[config.mk]
export PLATFORM = sky130hd
export DESIGN_NAME = gated_count16
export DESIGN_NICKNAME = d
export VERILOG_FILES = /design/src/rtl/gated_count16.sv
export SDC_FILE = /design/constraint.sdc
export NUM_CORES = 1
export LEC_CHECK = 0
export ABC_AREA = 0
export BUFFER_PORTS_ARGS = -buffer_cell sky130_fd_sc_hd__buf_4
export CORE_MARGIN = 1
export CORE_UTILIZATION = 60
export CTS_BUF_LIST = sky130_fd_sc_hd__clkbuf_8 sky130_fd_sc_hd__clkbuf_16
export DETAILED_ROUTE_END_ITERATION = 8
export PLACE_DENSITY = 0.83
export SKIP_CTS_REPAIR_TIMING = 1
export SLEW_MARGIN = 5
export SYNTH_ARGS = -nofsm -noshare
export SYNTH_HDL_FRONTEND = slang
export SYNTH_SLANG_ARGS = --single-unit
[constraint.sdc]
create_clock -name clk -period 4.7 [get_ports clk]
set_clock_uncertainty 0.15 [all_clocks]
set_input_delay 0.705 -clock clk [delete_from_list [all_inputs] [get_ports clk]]
set_output_delay 0.705 -clock clk [all_outputs]
set_load 0.01 [all_outputs]
[src/rtl/gated_count16.sv]
module gated_count16 #(
  parameter int SYNC_STAGES = 2
) (
  input  logic       clk,
  input  logic       rst_n,
  input  logic       wr_en,
  input  logic [1:0] addr,
  input  logic [7:0] wdata,
  output logic [7:0] rdata,
  input  logic       tick,
  input  logic       ext_clk,
  input  logic       gate,
  output logic       irq
);
  localparam logic [1:0] A_LO = 2'd0, A_HI = 2'd1, A_CTL = 2'd2, A_STS = 2'd3;

  logic [15:0] cnt;
  logic [5:0]  ctl;
  logic        ovf;
  logic [2:0]  pre;
  logic [SYNC_STAGES:0]   ck_sh;
  logic [SYNC_STAGES-1:0] gt_sh;

  logic run, src_ext, gate_en, gate_pol;
  logic [1:0] ps;
  assign run      = ctl[0];
  assign src_ext  = ctl[1];
  assign ps       = ctl[3:2];
  assign gate_en  = ctl[4];
  assign gate_pol = ctl[5];

  logic ck_rise, gate_ok, src_ev, ev, incr, cnt_wr;
  logic [2:0] pmask;

  assign ck_rise = ck_sh[SYNC_STAGES-1] & ~ck_sh[SYNC_STAGES];
  assign gate_ok = ~gate_en | (gt_sh[SYNC_STAGES-1] == gate_pol);
  assign src_ev  = src_ext ? ck_rise : tick;
  assign ev      = run & gate_ok & src_ev;
  assign pmask   = 3'((4'd1 << ps) - 4'd1);
  assign incr    = ev & ((pre | ~pmask) == 3'b111);
  assign cnt_wr  = wr_en & (addr == A_LO || addr == A_HI);

  always_ff @(posedge clk) begin
    if (!rst_n) begin
      ck_sh <= '0;
      gt_sh <= '0;
    end else begin
      ck_sh <= {ck_sh[SYNC_STAGES-1:0], ext_clk};
      gt_sh <= {gt_sh[SYNC_STAGES-2:0], gate};
    end
  end

  always_ff @(posedge clk) begin
    if (!rst_n)      pre <= '0;
    else if (cnt_wr) pre <= '0;
    else if (ev)     pre <= pre + 3'd1;
  end

  always_ff @(posedge clk) begin
    if (!rst_n) begin
      cnt <= '0;
    end else if (cnt_wr) begin
      if (addr == A_LO) cnt[7:0]  <= wdata;
      else              cnt[15:8] <= wdata;
    end else if (incr) begin
      cnt <= cnt + 16'd1;
    end
  end

  always_ff @(posedge clk) begin
    if (!rst_n)                           ctl <= '0;
    else if (wr_en && addr == A_CTL)      ctl <= wdata[5:0];
  end

  always_ff @(posedge clk) begin
    if (!rst_n)                                 ovf <= 1'b0;
    else if (incr && !cnt_wr && &cnt)           ovf <= 1'b1;
    else if (wr_en && addr == A_STS && wdata[0]) ovf <= 1'b0;
  end

  always_comb begin
    case (addr)
      A_LO:    rdata = cnt[7:0];
      A_HI:    rdata = cnt[15:8];
      A_CTL:   rdata = {2'b00, ctl};
      default: rdata = {7'b0, ovf};
    endcase
  end

  assign irq = ovf;
endmodule

==> flow_summary.json <==
{
  "grt_pass1_vias": 1537,
  "drc": 0,
  "io_buffers": 24,
  "ys_warn_count": 0,
  "clkTransAtPathRegs_ns": 0.06,
  "setup_viol_count_final": 0,
  "path_class": "in -> reg",
  "via_count": 1785,
  "diodes": 0,
  "hold_ws_ns": 0.281,
  "rsz0062_at_grt": "no",
  "dpl_cell_area_mm2": 0.00193,
  "routedWlPerCell_um": 16.2,
  "num_rows": 19,
  "pwr-share-clk_pct": 35.9,
  "cts.sinks": 31,
  "arrival_ns": 2.99,
  "synth_edf_count": 0,
  "min_period_ns": 2.97,
  "numCtsBuffers": 5,
  "p_leak_uw": 0.000707,
  "cts_tree": "built",
  "syn2layout_area_growth_pct": 13.5,
  "async_flop_share_pct": 0,
  "synth_top_area_share_pct": 35.2,
  "max-cap-violations": 0,
  "crit_fanout": 21,
  "maxSlewViolCount": 0,
  "critPathBufInv": 1,
  "internal-power_uw": 390,
  "die_area_mm2": 0.00316,
  "insertion_delay_ns": 0.28,
  "cts_buffer_depth": 2,
  "antenna_left": 0,
  "core_mm2": 0.00278,
  "place_congestion": 0.865,
  "ys.flop_type": "dfxtp_1",
  "wl_um": 4490,
  "final_area_mm2": 0.00200,
  "initial_core_util_pct": 63.5,
  "io-pin-count": 25,
  "postSynthAreaPerCell_um2": 7.71,
  "hold_class": "reg -> reg",
  "die_h_um": 56.2,
  "p_comb_share_pct": 11.6,
  "worst_slew_pin_slew_ns": 1.07,
  "drtIter0Drc": 103,
  "critPathTopFamily": "compound AO/OA/AOI/OAI gates",
  "swShare_pct": 25.8,
  "clock-root-buffer": "clkbuf_8",
  "period_share_pct": 63.1,
  "netlist_area_mm2": 0.00177,
  "overflow": 0,
  "crit_path_cell_trace": "buf_4, and2b_1, a21oi_1, a32oi_1, a21oi_1, o221a_2",
  "grt_pass1_wl_um": 7220,
  "setup-tns-final_ns": 0,
  "ys_types": 46,
  "syn_nets": 247,
  "hold_violations": 0,
  "firstDrtPassIters": 4,
  "dpl.hpwl_um": 3130,
  "p_seq_share_pct": 52.5,
  "status": "finished, final reports clean",
  "max_freq_mhz": 337,
  "power.density_mw_per_mm2": 262,
  "relSlewSlack_pct": 29.0,
  "yosysSeqAreaShare_pct": 35.2,
  "cts_htree_levels": 2,
  "syn_inst": 229,
  "cpMaxStageDelayCell": "a32oi_1",
  "ys_ff_latch": 31,
  "r2r_slack_ns": 2.43,
  "synth_top_cell_by_area": "dfxtp_1",
  "final_nets": 265,
  "post_drt_via_cell_ratio": 6.44,
  "switching_power_uw": 135,
  "grt_max_degree": 22,
  "grt_antenna_before_repair": 0,
  "vdd_drop_max_mv": 0.237,
  "critical_path.max_stage_delay_ns": 0.92,
  "die_w_um": 56.2,
  "crit_top_cell": "a21oi_1",
  "track_usage_pct": 29.9,
  "drive_gt1_share_pct": 15.9,
  "cp-start-kind": "input pin",
  "crit_path_end_kind": "flip-flop",
  "synth_top_cells_by_area": "dfxtp_1 35%, nand2_1 9.6%, a21oi_1 8.2%",
  "cp.required_ns": 4.72
}
-- metal layers --
| layer | GRT usage, % | vias up | part of all wire, % |
|---|---|---|---|
| li1 | - | 854 | - |
| met1 | 41.3 | 827 | 43 |
| met2 | 45.6 | 91 | 45 |
| met3 | 5.81 | 13 | 9.5 |
| met4 | 12.5 | 0 | 2.3 |
| met5 | 0 | - | 0 |
-- final cells by class --
class | count | area, um^2
multi-input combinational | 182 | 1080
fill | 248 | 778
sequential | 31 | 621
timing repair buffer | 25 | 188
clock buffer | 5 | 68.8
tap | 31 | 38.8
inverter | 2 | 7.51
clock inverter | 1 | 3.75
-- final timing paths --
path,from,end,cells after the start
setup / recovery,addr[1],cnt[11]$_SDFFE_PN0P_,6
hold / removal,gt_sh[0]$_SDFF_PN0_,gt_sh[1]$_SDFF_PN0_,1
setup reg to reg,ctl[1]$_SDFFE_PN0P_,cnt[11]$_SDFFE_PN0P_,5
hold reg to reg,gt_sh[0]$_SDFF_PN0_,gt_sh[1]$_SDFF_PN0_,1
-- kinds of logic (layout without fill, tap and decap cells) --
logic type | Yosys count | count (layout) | share of synthesized area [%]
muxes | 9 | 9 | 5.81
xor gates and xnor gates | 3 | 3 | 1.49
and+or+nand+nor | 99 | 99 | 27.0
adders and majority gates | 2 | 2 | 1.42
AOI/OAI and AO/OA | 69 | 69 | 25.2
buffers and inverters | 16 | 33 | 3.90
DFF | 31 | 31 | 35.2
-- state kept, by name (all words and copies together) (netlist names) --
register  cells
cnt          16
ctl           6
ck_sh         3
pre           3
gt_sh         2
irq           1
-- power groups by stage --
| stage | Combinational (uW) | Sequential (uW) | Clock, uW |
|---|---|---|---|
| after floorplan | 39.5 | 279 | 0 |
| after global placement | 58.9 | 281 | 0 |
| after detailed placement | 59.9 | 281 | 0 |
| after CTS | 60.1 | 275 | 190 |
| after global routing | 66.4 | 276 | 200 |
| final | 61.0 | 275 | 188 |
-- Yosys cell counts, types with 2 or more instances --
| cell | count |
|---|---|
| ha_1 | 2 |
| mux2i_1 | 8 |
| xor2_1 | 2 |
| inv_1 | 2 |
| buf_1 | 3 |
| buf_2 | 4 |
| o21a_1 | 2 |
| o32ai_1 | 3 |
| o21ai_0 | 14 |
| o31ai_1 | 3 |
| clkbuf_1 | 6 |
| nand3_1 | 12 |
| a21oi_1 | 29 |
| nand4_1 | 4 |
| o22ai_1 | 2 |
| dfxtp_1 | 31 |
| nor2_1 | 15 |
| nand2_1 | 45 |
| nor2b_1 | 3 |
| o221a_2 | 3 |
| nand2b_1 | 2 |
| or3_1 | 3 |
| a21o_1 | 4 |
| and2_1 | 5 |
-- cells in the final DEF, fill, tap and decap left out, types with 2 or more instances in the layout --
cell type	n
nand2b_1	2
and2_1	5
nor2_1	15
or3_1	3
o32ai_1	3
inv_1	3
a21oi_1	29
o31ai_1	3
buf_4	25
o21a_1	2
xor2_1	2
clkbuf_8	5
mux2i_1	8
nor2b_1	3
o221a_2	3
o21ai_0	14
a21o_1	4
nand4_1	4
dfxtp_1	31
o22ai_1	2
nand2_1	45
nand3_1	12
ha_1	2
-- per-stage QoR --
step | worst slack, ns | util (%) | total power (uW) | instances
after floorplan | 2.18 | - | 319 | 229
after global placement | 1.53 | 69.4 | 340 | 271
after detailed placement | 1.48 | 69.4 | 341 | 271
after CTS | 1.78 | 72.0 | 525 | 277
after global routing | 1.53 | 72.0 | 543 | 277
final | 1.73 | 72.0 | 525 | 277
No activity file was read; power rests on OpenSTA's default activity.
